[config.mk]
export PLATFORM = sky130hd
export DESIGN_NAME = branchUnit
export DESIGN_NICKNAME = d
export VERILOG_FILES = /design/src/rtl/branch_pkg.sv /design/src/rtl/branch_ctrl.sv /design/src/rtl/branch_dp.sv /design/src/rtl/branchUnit.sv
export SDC_FILE = /design/constraint.sdc
export NUM_CORES = 1
export LEC_CHECK = 0
export BUFFER_PORTS_ARGS = -buffer_cell sky130_fd_sc_hd__buf_2
export CORE_UTILIZATION = 52
export DETAILED_ROUTE_END_ITERATION = 10
export GPL_ROUTABILITY_DRIVEN = 0
export GPL_TIMING_DRIVEN = 1
export PLACE_DENSITY = 0.82
export SLEW_MARGIN = 20
export SYNTH_ARGS = -nofsm -noshare
export SYNTH_HDL_FRONTEND = slang
export SYNTH_HIERARCHICAL = 1
export SYNTH_SLANG_ARGS = --single-unit
[constraint.sdc]
create_clock -name clk -period 3.6 [get_ports clk]
set_input_delay 0.18 -clock clk [delete_from_list [all_inputs] [get_ports clk]]
set_output_delay 0.18 -clock clk [all_outputs]
set_load 0.01 [all_outputs]
[src/rtl/branch_pkg.sv]
package branch_pkg;

  typedef enum logic [2:0] {
    BR_NONE   = 3'd0,
    BR_ALWAYS = 3'd1,
    BR_EQZ    = 3'd2,
    BR_NEZ    = 3'd3,
    BR_LTZ    = 3'd4,
    BR_LEZ    = 3'd5,
    BR_RSV6   = 3'd6,
    BR_RSV7   = 3'd7
  } brCode_e;

  // strobes from control to datapath
  typedef struct packed {
    logic take;     // select target instead of sequential address
    logic isBranch; // a recognised branch code is present
  } ctrlStrobes_t;

endpackage

[src/rtl/branch_ctrl.sv]
module branch_ctrl
  import branch_pkg::*;
#(
  parameter int DATA_W = 16
) (
  input  logic              clk,
  input  logic              rstN,
  input  logic [2:0]        brType,
  input  logic [DATA_W-1:0] testVal,
  output ctrlStrobes_t      strobes
);

  localparam int SIGN_BIT = DATA_W - 1;

  brCode_e code;
  logic    isZero;
  logic    isNeg;
  logic    condMet;

  assign code   = brCode_e'(brType);
  assign isZero = (testVal == '0);
  assign isNeg  = testVal[SIGN_BIT];

  always_comb begin
    condMet          = 1'b0;
    strobes.isBranch = 1'b1;
    unique case (code)
      BR_ALWAYS: condMet = 1'b1;
      BR_EQZ:    condMet = isZero;
      BR_NEZ:    condMet = !isZero;
      BR_LTZ:    condMet = isNeg;
      BR_LEZ:    condMet = isNeg || isZero;
      default: begin
        condMet          = 1'b0;
        strobes.isBranch = 1'b0;
      end
    endcase
    strobes.take = strobes.isBranch && condMet;
  end


  always_take_chk: assert property (@(posedge clk) disable iff (!rstN)
    (brType == BR_ALWAYS) |-> strobes.take);


  none_idle_chk: assert property (@(posedge clk) disable iff (!rstN)
    (brType == BR_NONE || brType == BR_RSV6 || brType == BR_RSV7) |-> !strobes.take);


  eqz_chk: assert property (@(posedge clk) disable iff (!rstN)
    (brType == BR_EQZ && testVal != '0) |-> !strobes.take);


  nez_chk: assert property (@(posedge clk) disable iff (!rstN)
    (brType == BR_NEZ && testVal == '0) |-> !strobes.take);


  ltz_sign_chk: assert property (@(posedge clk) disable iff (!rstN)
    (brType == BR_LTZ && $signed(testVal) >= 0) |-> !strobes.take);


  lez_sign_chk: assert property (@(posedge clk) disable iff (!rstN)
    (brType == BR_LEZ && $signed(testVal) > 0) |-> !strobes.take);

endmodule

[src/rtl/branch_dp.sv]
module branch_dp
  import branch_pkg::*;
#(
  parameter int PC_W  = 16,
  parameter int OFF_W = 10
) (
  input  logic             clk,
  input  logic             rstN,
  input  logic             en,
  input  ctrlStrobes_t     strobes,
  input  logic [OFF_W-1:0] offset,
  output logic [PC_W-1:0]  pc,
  output logic [PC_W-1:0]  nextPc
);

  localparam int EXT_W = PC_W - OFF_W;

  logic [PC_W-1:0] seqPc;
  logic [PC_W-1:0] offExt;
  logic [PC_W-1:0] target;

  generate
    if (EXT_W > 0) begin : g_sext
      assign offExt = {{EXT_W{offset[OFF_W-1]}}, offset};
    end else begin : g_trunc
      assign offExt = offset[PC_W-1:0];
    end
  endgenerate

  assign seqPc  = pc + PC_W'(1);
  assign target = seqPc + offExt;
  assign nextPc = strobes.take ? target : seqPc;

  always_ff @(posedge clk or negedge rstN) begin
    if (!rstN)   pc <= '0;
    else if (en) pc <= nextPc;
  end


  pc_hold_chk: assert property (@(posedge clk) disable iff (!rstN)
    !en |=> $stable(pc));


  pc_load_chk: assert property (@(posedge clk) disable iff (!rstN)
    en |=> (pc == $past(nextPc)));


  seq_step_chk: assert property (@(posedge clk) disable iff (!rstN)
    !strobes.take |-> (PC_W'(nextPc - pc) == PC_W'(1)));


  target_dist_chk: assert property (@(posedge clk) disable iff (!rstN)
    strobes.take |-> (PC_W'(nextPc - pc - PC_W'(1)) == offExt));

endmodule

[src/rtl/branchUnit.sv]
module branchUnit
  import branch_pkg::*;
#(
  parameter int PC_W   = 16,
  parameter int DATA_W = 16,
  parameter int OFF_W  = 10
) (
  input  logic              clk,
  input  logic              rstN,
  input  logic              en,
  input  logic [2:0]        brType,
  input  logic [DATA_W-1:0] testVal,
  input  logic [OFF_W-1:0]  offset,
  output logic [PC_W-1:0]   pc,
  output logic [PC_W-1:0]   nextPc,
  output logic              taken
);

  ctrlStrobes_t strobes;

  branch_ctrl #(.DATA_W(DATA_W)) uCtrl (
    .clk     (clk),
    .rstN    (rstN),
    .brType  (brType),
    .testVal (testVal),
    .strobes (strobes)
  );

  branch_dp #(.PC_W(PC_W), .OFF_W(OFF_W)) uDp (
    .clk     (clk),
    .rstN    (rstN),
    .en      (en),
    .strobes (strobes),
    .offset  (offset),
    .pc      (pc),
    .nextPc  (nextPc)
  );

  assign taken = strobes.take;


  reset_pc_chk: assert property (@(posedge clk) !rstN |-> (pc == '0));

endmodule

==> implementation parameters <==
Parameter                              Value

Pwr
  Power share of the clock group ... roughly 6.0%
  Portion of total power attributed to sequential cells ... about 18%
  Power spent charging and discharging nets ... 0.00111 W
  Leak pwr ... roughly 1.2 nW
  Combinational fraction of design power ... 76.2%
  PnR Total Power ... 0.00221 W
  Internal power component ... about 0.0011 W
  Power density over the cells ... 912 nW/um^2
  Proportion of total power due to net switching ... 50.0%
  Worst IR drop on VDD ... between 0.5 and 0.6 mV

STA
  Final Critical Period ... 3.45 ns
  Number of setup violations in the final report ... 0
  Final Max Tran Viols ... 0
  Hold slack ... 0.378 ns
  RSZ-0062 raised after global routing ... true
  Clock skew after layout ... 0.00218 ns
  Highest Clock Rate ... 0.290 GHz
  Worst-case headroom to the max-slew limit ... 71.6%
  Setup total negative slack ... 0 ns
  Slew of the pin with the lowest slew margin ... 0.423 ns
  Final clock period utilization by the worst path ... 95.8%
  Number of endpoints with negative hold slack in the final report ... 0
  Crit path setup slack, layout ... around 0.15 ns

Finish
  Most flops, register ... uDp/pc
  Post-layout utilization of the core ... 70.0%
  Largest register FFs ... 16
  Net count reported at finish ... 359
  Largest registers ranked by flip-flop count ... uDp/pc: 16 flops
  Share of layout cells above drive strength 1 ... 33.2%
  Number of inserted diodes ... 0
  Area of combinational cells with multiple inputs ... 1540 um^2
  Register cell area after layout ... between 400 and 500 um^2
  Fillers ... 301
  Layout-stage area growth over the synthesis result ... 23.7%

Drt
  Post-DRT Antenna Nets ... 0
  DRC violation count after routing ... 0
  Vias per Instance ... 5.73
  Final routed wire length divided by cell count ... ~14 um
  Initial detailed-routing violation count ... 112
  Total iterations of the first detailed-routing run ... 4
  WL final ... ~5000 um
  DR vias ... 2004

Global routing
  Number of antenna violations at the first check in global routing ... 0
  Via count of the first global-routing pass ... 1919
  Leftover overflow at the end of global routing ... 0
  Total Routing Usage GR ... approximately a quarter
  Global-route wire length before repair ... 8510 um
  Largest net degree at the start of global routing ... 23

Floorplan
  DIE AREA ... 4020 um^2
  Horiz. Die Dim ... 63.4 um
  Area of the core ... between 3000 and 4000 um^2
  Rows ... 21
  Number of top-level pins ... 65
  Vertical die dimension ... 63.4 um
  Starting density of the core ... roughly 57%

Synth
  Synthesized area per cell ... between 8 and 9 um^2
  Post-Synthesis Cell Area ... 1960 um^2
  Cell count after synthesis ... 243
  Net count of the mapped netlist ... 296
  Warning count from the yosys run ... 6

Critical path
  Type of element capturing the critical path ... primary output
  Register-to-Register Setup Slack ... 0.39 ns
  CP Class ... register to primary output
  Critical path peak fanout ... 6
  Req. time, crit path ... 3.42 ns
  Crit path arrival time ... 3.27 ns
  Critical path startpoint category ... register

Place
  Post-Place Worst Slack ... ~0.32 ns
  Final HPWL from detailed placement ... 3970 um
  Count of buffers inserted at the top-level ports ... 64

Clock tree
  CTS tree ... done
  Number of buffers inserted during clock tree synthesis ... 3
  Clock slew at reported path FFs ... 0.06 ns
  Max Buffers Root-to-Sink ... 2
  Clock Sinks ... 16
  Clock insertion delay at the later pin of the skew report ... 0.25 ns
  H-Tree Depth ... 1
  Root buffer cell ... clkbuf_8

Flow run
  Max-cap check violation count ... 0

Status
  Result of the run ... finished, final reports clean

Min path
  Min-Delay Path Class ... primary input to asynchronous set/reset pin
[worst max-delay path, stage by stage, from the launching register on]
cell,delay (ns)
dfrtp_1,0.44
and3_1,0.23
and3_1,0.20
and3_2,0.26
and3_1,0.24
xor2_2,0.18
ha_1,0.36
nand2_1,0.08
nor2_1,0.04
a211oi_2,0.21
o21ai_2,0.12
mux2_4,0.32
xor3_1,0.18
buf_2,0.15
[final cells by class]
cell class | instances | area share, %
clock buffer | 3 | 1.70
tap | 46 | 2.37
sequential | 16 | 16.6
inverter | 13 | 2.01
multi-input combinational | 206 | 63.4
timing repair buffer | 66 | 13.9
[timing repair]
item / in CTS / in global routing
setup endpoints to repair: 0 / 6
hold endpoints to repair: 16 / 0
setup buffers: 0 / 0
hold buffers: 1 / 0
resized for setup: 0 / 14
[worst paths after layout]
path / start / end / cells after the start
min in group clk: en / uDp/pc[1] / 3
hold / removal: rstN / uDp/pc[13] / 2
max in group asynchronous: rstN / uDp/pc[0] / 2
setup / recovery: uDp/pc[5] / nextPc[15] / 13
hold reg to reg: uDp/pc[15] / uDp/pc[15] / 1
setup reg to reg: uDp/pc[5] / uDp/pc[15] / 13
[power by group through the flow]
stage	combinational [W]	clock [W]	sequential (W)
detailed placement	0.00161	0	0.000386
global route	0.00185	0.000146	0.000413
CTS	0.00163	0.000140	0.000383
floorplan	0.00114	0	0.000403
finish	0.00169	0.000133	0.000393
global placement	0.00158	0	0.000380
[metrics by stage]
stage	instances	cell area, um^2
6_report	350	2430
5_1_grt	350	2430
4_1_cts	350	2370
3_5_place_dp	346	2320
3_3_place_gp	346	2320
2_1_floorplan	243	1960
[layout by cell type (no fill, tap or decap), types with 2 or more instances in the layout]
master and n:
mux2_2 12, clkbuf_8 3, a31oi_1 6, ha_2 2, xnor2_1 11, inv_1 13
nand4_1 3, nand3_1 7, nand2b_1 3, o21ai_0 7, o221ai_1 2, xor2_1 12
o21a_1 2, o21ai_1 3, o21ai_2 2, nor4_1 4, mux2i_1 2, nor2b_1 2
o211ai_1 2, xnor2_2 3, buf_2 64, nand2_1 23, dfrtp_1 14, dfrtp_2 2
a21o_1 3, nor3_1 2, nor2_1 22, a21oi_1 23, and3_1 9, ha_1 18
[metal layers]
layer	vias to the layer above	track usage, %	part of all wire [%]
li1	995	-	-
met1	927	32.8	44
met2	80	47.7	48
met3	2	5.43	7.3
met4	0	1.14	0.16
met5	-	0	0
(Power assumes the default switching activity.)
